[config.mk]
export PLATFORM = sky130hd
export DESIGN_NAME = sneak_read_seq
export DESIGN_NICKNAME = d
export VERILOG_FILES = /design/src/rtl/srs_pkg.sv /design/src/rtl/srs_phase_timer.sv /design/src/rtl/srs_sat_counter.sv /design/src/rtl/srs_tag_table.sv /design/src/rtl/sneak_read_seq.sv
export SDC_FILE = /design/constraint.sdc
export NUM_CORES = 1
export LEC_CHECK = 0
export BUFFER_PORTS_ARGS = -buffer_cell sky130_fd_sc_hd__clkbuf_2
export CAP_MARGIN = 0
export CORE_MARGIN = 2
export CORE_UTILIZATION = 60
export DETAILED_ROUTE_END_ITERATION = 10
export GPL_ROUTABILITY_DRIVEN = 0
export PLACE_DENSITY = 0.78
export SYNTH_ARGS = -nofsm -noshare
export SYNTH_HDL_FRONTEND = slang
export SYNTH_HIERARCHICAL = 1
export SYNTH_SLANG_ARGS = --single-unit
[constraint.sdc]
create_clock -name clk -period 6.3 [get_ports clk]
set_input_delay 0.945 -clock clk [delete_from_list [all_inputs] [get_ports clk]]
set_output_delay 0.945 -clock clk [all_outputs]
set_load 0.1 [all_outputs]
[src/rtl/srs_pkg.sv]
package srs_pkg;

  typedef enum logic [1:0] {
    ST_IDLE = 2'd0,
    ST_BG   = 2'd1,
    ST_TOT  = 2'd2
  } srs_state_e;

  // Low-resistance cell: total current clears the held leakage by more than margin.
  function automatic logic srs_low_res(input logic [31:0] total,
                                       input logic [31:0] held,
                                       input logic [31:0] margin);
    return total > (held + margin);
  endfunction

  // Number of cycles a read spends from acceptance to its result.
  function automatic int unsigned srs_latency(input logic hit,
                                              input int unsigned t_bg,
                                              input int unsigned t_rd);
    return hit ? t_rd : (t_bg + t_rd);
  endfunction

endpackage

[src/rtl/srs_phase_timer.sv]
module srs_phase_timer #(
  parameter int TW = 4
) (
  input  logic          clk,
  input  logic          rst_n,
  input  logic          load,
  input  logic [TW-1:0] load_val,
  input  logic          run,
  output logic          last
);
  logic [TW-1:0] cnt_q;

  always_ff @(posedge clk or negedge rst_n) begin
    if (!rst_n)                    cnt_q <= '0;
    else if (load)                 cnt_q <= load_val;
    else if (run && cnt_q != '0)   cnt_q <= cnt_q - 1'b1;
  end

  assign last = run && (cnt_q == '0);
endmodule

[src/rtl/srs_sat_counter.sv]
module srs_sat_counter #(
  parameter int W = 32
) (
  input  logic         clk,
  input  logic         rst_n,
  input  logic         inc,
  output logic [W-1:0] cnt
);
  always_ff @(posedge clk or negedge rst_n) begin
    if (!rst_n)                    cnt <= '0;
    else if (inc && cnt != '1)     cnt <= cnt + 1'b1;
  end
endmodule

[src/rtl/srs_tag_table.sv]
module srs_tag_table #(
  parameter int SUBS    = 32,
  parameter int COL_W   = 10,
  parameter int SENSE_W = 12,
  localparam int SB_W   = (SUBS > 1) ? $clog2(SUBS) : 1
) (
  input  logic               clk,
  input  logic               rst_n,
  input  logic [SB_W-1:0]    lk_sub,
  output logic               lk_valid,
  output logic [COL_W-1:0]   lk_tag,
  input  logic [SB_W-1:0]    rd_sub,
  output logic [SENSE_W-1:0] rd_held,
  input  logic               cap_en,
  input  logic [SB_W-1:0]    cap_sub,
  input  logic [COL_W-1:0]   cap_tag,
  input  logic [SENSE_W-1:0] cap_held,
  input  logic               clr_a_en,
  input  logic [SB_W-1:0]    clr_a_sub,
  input  logic               clr_b_en,
  input  logic [SB_W-1:0]    clr_b_sub
);
  logic [SUBS-1:0]    valid_q;
  logic [COL_W-1:0]   tag_q  [SUBS];
  logic [SENSE_W-1:0] held_q [SUBS];

  for (genvar s = 0; s < SUBS; s++) begin : g_entry
    logic cap_me, clr_me;
    assign cap_me = cap_en && (cap_sub == SB_W'(s));
    assign clr_me = (clr_a_en && (clr_a_sub == SB_W'(s))) ||
                    (clr_b_en && (clr_b_sub == SB_W'(s)));

    always_ff @(posedge clk or negedge rst_n) begin
      if (!rst_n) begin
        valid_q[s] <= 1'b0;
        tag_q[s]   <= '0;
        held_q[s]  <= '0;
      end else begin
        if (clr_me)      valid_q[s] <= 1'b0;
        else if (cap_me) valid_q[s] <= 1'b1;
        if (cap_me) begin
          tag_q[s]  <= cap_tag;
          held_q[s] <= cap_held;
        end
      end
    end
  end

  assign lk_valid = valid_q[lk_sub];
  assign lk_tag   = tag_q[lk_sub];
  assign rd_held  = held_q[rd_sub];
endmodule

[src/rtl/sneak_read_seq.sv]
module sneak_read_seq #(
  parameter int SUBS    = 32,
  parameter int ROW_W   = 10,
  parameter int COL_W   = 10,
  parameter int SENSE_W = 12,
  parameter int T_BG    = 8,
  parameter int T_RD    = 6,
  parameter int MARGIN  = 64,
  parameter int CNT_W   = 32,
  localparam int SB_W   = (SUBS > 1) ? $clog2(SUBS) : 1
) (
  input  logic               clk,
  input  logic               rst_n,
  input  logic               req_valid,
  output logic               req_ready,
  input  logic [SB_W-1:0]    req_sub,
  input  logic [ROW_W-1:0]   req_row,
  input  logic [COL_W-1:0]   req_col,
  input  logic               wr_seen,
  input  logic [SB_W-1:0]    wr_sub,
  input  logic               inv_req,
  input  logic [SB_W-1:0]    inv_sub,
  input  logic [SENSE_W-1:0] sense_bg,
  input  logic [SENSE_W-1:0] sense_total,
  output logic               bg_phase,
  output logic               total_phase,
  output logic               bg_sample,
  output logic               total_sample,
  output logic               rd_valid,
  output logic               rd_data,
  output logic               rd_hit,
  output logic [SB_W-1:0]    rd_sub,
  output logic [ROW_W-1:0]   rd_row,
  output logic [COL_W-1:0]   rd_col,
  output logic [CNT_W-1:0]   hit_count,
  output logic [CNT_W-1:0]   miss_count
);
  import srs_pkg::*;

  localparam int TMAX = (T_BG > T_RD) ? T_BG : T_RD;
  localparam int TW   = $clog2(TMAX + 1);

  srs_state_e          state_q;
  logic [SB_W-1:0]     cur_sub;
  logic [ROW_W-1:0]    cur_row;
  logic [COL_W-1:0]    cur_col;
  logic                cur_hit;

  // Named internal events, also observed by the checker.
  logic                accept;
  logic                lookup_hit;
  logic                phase_last;
  logic                lk_valid;
  logic [COL_W-1:0]    lk_tag;
  logic [SENSE_W-1:0]  held_cur;
  logic                tmr_load;
  logic [TW-1:0]       tmr_val;

  assign req_ready    = (state_q == ST_IDLE);
  assign accept       = req_valid && req_ready;
  assign lookup_hit   = lk_valid && (lk_tag == req_col);
  assign bg_phase     = (state_q == ST_BG);
  assign total_phase  = (state_q == ST_TOT);
  assign bg_sample    = bg_phase && phase_last;
  assign total_sample = total_phase && phase_last;
  assign tmr_load     = accept || bg_sample;
  assign tmr_val      = ((accept && lookup_hit) || bg_sample) ? TW'(T_RD - 1)
                                                              : TW'(T_BG - 1);

  srs_tag_table #(.SUBS(SUBS), .COL_W(COL_W), .SENSE_W(SENSE_W)) u_table (
    .clk      (clk),
    .rst_n    (rst_n),
    .lk_sub   (req_sub),
    .lk_valid (lk_valid),
    .lk_tag   (lk_tag),
    .rd_sub   (cur_sub),
    .rd_held  (held_cur),
    .cap_en   (bg_sample),
    .cap_sub  (cur_sub),
    .cap_tag  (cur_col),
    .cap_held (sense_bg),
    .clr_a_en (wr_seen),
    .clr_a_sub(wr_sub),
    .clr_b_en (inv_req),
    .clr_b_sub(inv_sub)
  );

  srs_phase_timer #(.TW(TW)) u_timer (
    .clk     (clk),
    .rst_n   (rst_n),
    .load    (tmr_load),
    .load_val(tmr_val),
    .run     (!req_ready),
    .last    (phase_last)
  );

  srs_sat_counter #(.W(CNT_W)) u_hits (
    .clk  (clk),
    .rst_n(rst_n),
    .inc  (accept && lookup_hit),
    .cnt  (hit_count)
  );

  srs_sat_counter #(.W(CNT_W)) u_misses (
    .clk  (clk),
    .rst_n(rst_n),
    .inc  (accept && !lookup_hit),
    .cnt  (miss_count)
  );

  always_ff @(posedge clk or negedge rst_n) begin
    if (!rst_n) begin
      state_q  <= ST_IDLE;
      cur_sub  <= '0;
      cur_row  <= '0;
      cur_col  <= '0;
      cur_hit  <= 1'b0;
      rd_valid <= 1'b0;
      rd_data  <= 1'b0;
      rd_hit   <= 1'b0;
      rd_sub   <= '0;
      rd_row   <= '0;
      rd_col   <= '0;
    end else begin
      rd_valid <= 1'b0;
      unique case (state_q)
        ST_IDLE: if (accept) begin
          cur_sub <= req_sub;
          cur_row <= req_row;
          cur_col <= req_col;
          cur_hit <= lookup_hit;
          state_q <= lookup_hit ? ST_TOT : ST_BG;
        end
        ST_BG: if (phase_last) state_q <= ST_TOT;
        ST_TOT: if (phase_last) begin
          state_q  <= ST_IDLE;
          rd_valid <= 1'b1;
          rd_data  <= srs_low_res(32'(sense_total), 32'(held_cur), 32'(MARGIN));
          rd_hit   <= cur_hit;
          rd_sub   <= cur_sub;
          rd_row   <= cur_row;
          rd_col   <= cur_col;
        end
        default: state_q <= ST_IDLE;
      endcase
    end
  end
endmodule

==> summary.md, run 1 <==
| Metric | Value |
|---|---|
| Status | `completed` |
| Crit-path leading delay family | `simple AND/OR/NAND/NOR gates` |
| Setup crit end kind | `register` |
| Latest clock arrival within the worst-skew pair | `0.64 ns` |
| Worst path required time | `6.86 ns` |
| RSZ-0062 raised after global routing | `false` |
| Sw frac | `34.40%` |
| Area growth syn-to-layout | `11.12%` |
| Slowest cell on the critical path | `nor2b_4` |
| Cell area after synthesis | `0.04033 mm²` |
| Post-Synthesis Mean Instance Area | `12.88 µm²` |
| Ys async rst share | `100.0%` |
| Total net switching power | `6532 µW` |
| DRT iter0 DRCs | `2248` |
| Slew @ Worst Pin | `1.169 ns` |
| Final worst-path cycle share | `79.12%` |
| Clock sink count | `860` |
| Maximum vdd drop | `246.2 µV` |
| DRT Wirelength | `105500 µm` |
| Boundary Pins | `161` |
| Layout cell share with drive strength beyond 1 | `35.15%` |
| Die Wd | `263.3 µm` |
| Cells along the critical path | `clkbuf_2 -> nor2b_4 -> a22o_1 -> nor3_1 -> a31oi_1 -> nand3_1 -> xnor2_1 -> nand3_1 -> nor4_4 -> and3_1 -> nor2b_1 -> nand4_1 -> nor4_2 -> xor2_1` |
| Vias in the first global route | `28190` |
| Count of pins over their slew limit | `0` |
| Internal | `12460 µW` |
| Global-route wire length before repair | `163900 µm` |
| Slew HR | `21.91%` |
| Worst R2R End | `rd_data` |
| Min-delay worst type | `in2async` |
| Row Count | `95` |
| Final hold vios | `0` |
| Largest net degree at the start of global routing | `176` |
| Via density | `6.445` |
| Inserted Diodes | `0` |
| Startpoint Class | `input pin` |
| Worst R2R Start | `cur_sub[2]` |
| Fin crit period | `4.985 ns` |
| Postcts setup bufs | `0` |
| Synthesized instance count | `3132` |
| Max_cap viols | `0` |
| Register-to-register setup slack | `1.84 ns` |
| Flops & latches, synth | `860` |
| DP Wirelength | `64890 µm` |
| Post-synth EDFFs | `0` |
| Worst reg2reg path depth | `13` |
| Register area share after synthesis | `53.36%` |
| Die H | `263.3 µm` |
| WP buf/inv | `1` |
| CTS Buf Count | `86` |
| Cts-stage hold buffer count | `0` |
| Synth cell types | `68` |
| I/O Buffers | `160` |
| CP arrival | `5.54 ns` |
| Setup TNS | `0 ns` |
| Full die area | `0.06931 mm²` |
| Total Nets Final | `3275` |
| H-tree Lvls | `3` |
| DRT Pass-1 Iters | `6` |
| Main synth FF type | `dfrtp_1` |
| Highest clock rate | `200.6 MHz` |
| Final ANT Viol Nets | `0` |
| Area share of the largest cell type after synthesis | `53.36%` |
| GR Util All Layers | `30.41%` |
| Register share of total power | `42.4%` |
| Clk pwr share | `28.4%` |
| CP max stage delay | `0.96 ns` |
| Gr ovfl total | `0` |
| Crit path max fanout | `35` |
| Kind of critical path | `in2reg` |
| Ys Warns | `6` |
| Final setup vio count | `0` |
| Synth area leaders | `dfrtp_1 (53%), mux2_2 (20%), mux2i_1 (9.2%)` |
| Power per cell area | `423.7 mW/mm²` |
| Fin area | `0.04482 mm²` |
| Post-Place Cell Area | `0.04180 mm²` |
| Cell taking the most area after synthesis | `dfrtp_1` |
| Final Skew | `0.02227 ns` |
| CTS tree | `done` |
| Leakage | `0.02173 µW` |
| Routed vias | `26690` |
| Initial antenna violation count | `1` |
| CTS Buffer Depth | `3` |
| Comb pwr share | `29.3%` |
| Clock root buffer | `clkbuf_16` |
| # DRC | `0` |
| Post-CTS resize count | `0` |
| WL/cell | `25.46 µm` |
| Initial Util | `60.37%` |
| CTS clock-pin slew for the worst setup and hold paths | `0.06 ns` |
| Crit-path most repeated cell | `nand3_1` |
| Core Region | `0.06680 mm²` |
==> per-stage QoR <==
stage,hold WS (ns),setup slack (ns),cells,power (µW),util [%]
3_5_place_dp,0.4599,1.020,3980,13580,62.58
5_1_grt,0.4862,1.240,4142,19840,67.09
6_report,0.4332,1.315,4142,18990,67.09
3_3_place_gp,0.4516,1.049,3980,13250,62.58
4_1_cts,0.4619,1.598,4142,19010,67.09
2_1_floorplan,0.4401,2.152,3133,11900,-
==> cell usage in the layout (no fill, tap or decap), types with 10 or more instances in the layout <==
cell type,instances
ha_1,16
nand2b_1,13
clkbuf_16,89
inv_1,20
nand4_1,50
nor3_1,42
nand3_1,81
a21oi_1,66
and3_1,10
mux2i_1,369
mux2_2,725
buf_4,50
nor2_2,10
a221oi_1,29
buf_12,11
a22oi_1,92
clkbuf_8,20
dfrtp_1,859
xor2_1,26
nand2_1,181
a31oi_1,25
clkinv_2,18
a22o_1,46
xnor2_1,46
clkbuf_1,20
nor2b_1,10
bufinv_16,10
nor2_1,56
clkbuf_2,158
==> flip-flops by register name, summed over array words and instances, names as in the netlist, 4 cells and up <==
signal	count
u_hits/cnt	32
u_table/tag_q	320
cur_col	10
cur_sub	5
rd_sub	5
u_timer/cnt_q	4
u_misses/cnt	32
rd_row	10
cur_row	10
rd_col	10
u_table/valid_q	32
u_table/held_q	384
==> power by group through the flow <==
stage | clock network, µW | registers, µW | logic (µW)
after floorplan | 0 | 8090 | 3810
after global placement | 0 | 7960 | 5280
after detailed placement | 0 | 8100 | 5480
after CTS | 5470 | 8020 | 5530
after global routing | 5700 | 8210 | 5930
final | 5390 | 8040 | 5550
==> layer usage <==
| metal | track usage (%) | vias to the layer above | wire length, µm |
|---|---|---|---|
| li1 | - | 11450 | - |
| met1 | 38.62 | 14000 | 42130 |
| met2 | 51.47 | 946 | 52730 |
| met3 | 4.911 | 292 | 5850 |
| met4 | 13.99 | 2 | 4745 |
| met5 | 0 | - | 13 |
==> synth_stat cells (3+ instances only) <==
library cell  count
ha_1             16
buf_6             3
dfrtp_1         860
a22o_1           46
and4_1            8
mux2i_1         369
xor2_1           26
nand2_1         184
buf_2            98
a21oi_1          66
mux2_2          725
nor2_1           68
nand2b_1         13
a222oi_1          3
xnor2_1          46
nand4_1          50
nor3_2            3
clkbuf_1        117
nor3_1           43
mux2_1            9
o211ai_1          3
nor3_4            3
nor4_4            3
a221oi_1         29
nor2b_1          17
and2_1           11
nor4_1            6
a22oi_1          92
buf_4            17
buf_1            12
inv_1            20
nand3_1          81
nand4_2           3
and3_1           10
or2_2             3
nor2_4            3
a31oi_1          25
==> layout make-up <==
class,count,area [µm²]
flip-flops and latches,860,21520
multi-input cells,2005,17690
clock inverters,33,434.2
well taps,873,1092
repair buffers,221,1416
fillers,4700,21990
clock buffers,129,2577
inverters,21,78.83
==> worst max-delay path by stage <==
stage | startpoint | to | slack (ns) | cells past startpoint
floorplan | req_sub[1] | u_hits/cnt[29] | 2.15 | 17
finish | req_sub[2] | u_hits/cnt[29] | 1.32 | 14
CTS | req_sub[2] | u_hits/cnt[29] | 1.60 | 14
detailed placement | req_sub[2] | u_hits/cnt[29] | 1.02 | 14
global placement | req_sub[2] | u_hits/cnt[29] | 1.05 | 14
global route | req_sub[2] | u_hits/cnt[29] | 1.24 | 14
==> cells by family (layout without fill, tap and decap cells) <==
kind of cell	after synthesis	in the layout	share of synthesized area (%)
muxes	1103	1103	29.65
AOI/OAI and AO/OA	281	281	5.119
and+or+nand+nor	530	530	6.779
other	2	3	0.01862
DFF	860	860	53.36
xor gates and xnor gates	72	72	1.564
adders and majority gates	16	16	0.4964
buffers and inverters	268	404	3.012
==> worst register-to-register path: cells and delay by family (launching register included) <==
kind	cells	cell delay, ns
AOI/OAI and AO/OA	4	0.71
and+or+nand+nor	4	1.34
adders and majority gates	2	0.59
DFF	1	0.83
xor gates and xnor gates	1	0.14
buffers and inverters	2	0.70
No activity file was read; power rests on OpenSTA's default activity.
==> run 2: changes to the inputs <==
clock period = 4.7 ns   (was 6.3 ns; I/O delays follow)
==> run 2 against run 1 <==
  * Core utilization increased by 0.41 points
  * Power increased by 35%
  * Clock-buffer cell count stayed put
  * Critical endpoint is now rd_data
==> summary.md, run 2 (same netlist as run 1, synthesis figures left out) <==
| Metric | Value |
|---|---|
| Inserted Diodes | `0 (unchanged)` |
| Kind of critical path | `reg2reg (was in2reg)` |
| Largest registers | `u_table/held_q: 384 flops, u_table/tag_q: 320 flops (unchanged)` |
| Final ANT Viol Nets | `0 (unchanged)` |
| Global-route wire length before repair | `164800 µm (was 163900 µm)` |
| Total power | `25580 µW (was 18990 µW)` |
| Worst R2R End | `rd_data (unchanged)` |
| WL/cell | `25.40 µm (was 25.46 µm)` |
| Setup crit end kind | `register (unchanged)` |
| Crit path max fanout | `26 (was 35)` |
| Fin Hold WS | `0.06004 ns (was 0.4332 ns)` |
| Cts-stage hold buffer count | `0 (unchanged)` |
| Die H | `263.3 µm (unchanged)` |
| Startpoint Class | `register (was input pin)` |
| CTS clock-pin slew for the worst setup and hold paths | `0.06 ns (about the same)` |
| CTS tree | `done (unchanged)` |
| Leakage | `0.02186 µW (was 0.02173 µW)` |
| Final worst-path cycle share | `88.91%` |
| Gr ovfl total | `0 (unchanged)` |
| I/O Buffers | `160 (unchanged)` |
| Setup TNS | `0 ns (unchanged)` |
| Maximum vdd drop | `401.0 µV (was 246.2 µV)` |
| GR Util All Layers | `30.52% (was 30.41%)` |
| Core Region | `0.06680 mm² (unchanged)` |
| CTS Buffer Depth | `3 (unchanged)` |
| Routed vias | `26790 (was 26690)` |
| Full die area | `0.06931 mm² (unchanged)` |
| Min-delay worst type | `in2async (unchanged)` |
| Vias in the first global route | `28150 (was 28190)` |
| Register-to-register setup slack | `0.52 ns (was 1.84 ns)` |
| CTS Buf Count | `86 (unchanged)` |
| CP arrival | `4.69 ns (was 5.54 ns)` |
| Status | `completed (unchanged)` |
| Final Skew | `0.02203 ns (was 0.02227 ns)` |
| Biggest register | `u_table/held_q (unchanged)` |
| Slew HR | `10.46% (was 21.91%)` |
| Final hold vios | `0 (unchanged)` |
| Clock sink count | `860 (unchanged)` |
| # DRC | `0 (unchanged)` |
| Worst path required time | `5.21 ns (was 6.86 ns)` |
| Highest clock rate | `239.3 MHz` |
| Fin crit period | `4.179 ns` |
| Boundary Pins | `161 (unchanged)` |
| Count of pins over their slew limit | `0 (unchanged)` |
| Slew @ Worst Pin | `1.343 ns (was 1.169 ns)` |
| Power per cell area | `567.3 mW/mm² (was 423.7 mW/mm²)` |
| DRT Pass-1 Iters | `6 (unchanged)` |
| Initial antenna violation count | `2 (was 1)` |
| H-tree Lvls | `3 (unchanged)` |
| Clock root buffer | `clkbuf_16 (unchanged)` |
| Commonest non-fill, non-tap cell in the layout | `dfrtp_1 (unchanged)` |
| Worst R2R Start | `cur_sub[2] (unchanged)` |
| Layout fillers | `4658 (was 4700)` |
| Worst reg2reg path depth | `12 (was 13)` |
| DP Wirelength | `67980 µm (was 64890 µm)` |
| Latest clock arrival within the worst-skew pair | `0.64 ns (about the same)` |
| RSZ-0062 raised after global routing | `false (unchanged)` |
| DRT Wirelength | `105900 µm (was 105500 µm)` |
| Area growth syn-to-layout | `11.80% (was 11.12%)` |
| Die Wd | `263.3 µm (unchanged)` |
| DRT iter0 DRCs | `2185 (was 2248)` |
| Post-CTS resize count | `0 (unchanged)` |
| Commonest non-fill, non-tap cells in the layout | `dfrtp_1 (859), mux2_2 (725), mux2i_1 (369), nand2_1 (184), clkbuf_2 (158) (was dfrtp_1 (859), mux2_2 (725), mux2i_1 (369), nand2_1 (181), clkbuf_2 (158))` |
| Via density | `6.424 (was 6.445)` |
| Max_cap viols | `0 (unchanged)` |
| Final setup vio count | `0 (unchanged)` |
| Layout cell share with drive strength beyond 1 | `35.37% (was 35.15%)` |
| Postcts setup bufs | `0 (unchanged)` |
| Initial Util | `60.37% (unchanged)` |
| Max reg flops | `384 (unchanged)` |
| Total Nets Final | `3308 (was 3275)` |
| Row Count | `95 (unchanged)` |
| Largest net degree at the start of global routing | `161 (was 176)` |
run 2: power breakdown:
group / switching (µW) / internal, µW
sequential: 1530 / 9260
combinational: 4430 / 3180
clock: 2880 / 4300
run 2: cell type report:
| cell class | instances | area [µm²] | area share [%] |
|---|---|---|---|
| Sequential cell | 860 | 21520 | 47.73 |
| Multi-Input combinational cell | 2005 | 17680 | 39.22 |
| Clock buffer | 129 | 2464 | 5.464 |
| Timing Repair Buffer | 254 | 1739 | 3.857 |
| Tap cell | 873 | 1092 | 2.422 |
| Clock inverter | 28 | 509.2 | 1.129 |
| Inverter | 21 | 78.83 | 0.1748 |
run 2: worst max-delay path, stage by stage (launching register included):
cell,delay [ns]
dfrtp_1,0.79
nor2b_4,0.67
buf_4,0.50
a22oi_1,0.16
nand4_1,0.17
nand3_1,0.21
ha_1,0.32
xnor2_1,0.14
ha_1,0.29
nand4_1,0.14
a211oi_1,0.07
a2111oi_0,0.46
o41ai_1,0.11
run 2: metrics by stage:
step           setup WS [ns]  cell area [µm²]  utilization, %  instances
2_1_floorplan         0.5815            40330               -       3133
3_3_place_gp          0.5741            42120           63.05       4013
3_5_place_dp          0.4441            42120           63.05       4013
4_1_cts               0.6076            45090           67.50       4170
5_1_grt               0.3449            45090           67.50       4170
6_report              0.5215            45090           67.50       4170
run 2: worst max-delay path by stage:
| stage | from | to | depth (start not counted) |
|---|---|---|---|
| floorplan | state_q[0] | u_table/held_q[358] | 10 |
| global placement | req_sub[0] | u_misses/cnt[22] | 16 |
| detailed placement | req_sub[1] | u_hits/cnt[30] | 15 |
| CTS | cur_sub[2] | rd_data | 12 |
| global route | cur_sub[2] | rd_data | 13 |
| finish | cur_sub[2] | rd_data | 12 |
run 2: per-layer routing:
layer / global-route usage (%) / share of wire, %
met1: 39.44 / 40
met2: 51.53 / 50
met3: 4.508 / 5.7
met4: 13.31 / 4.3
met5: 0 / 0.025
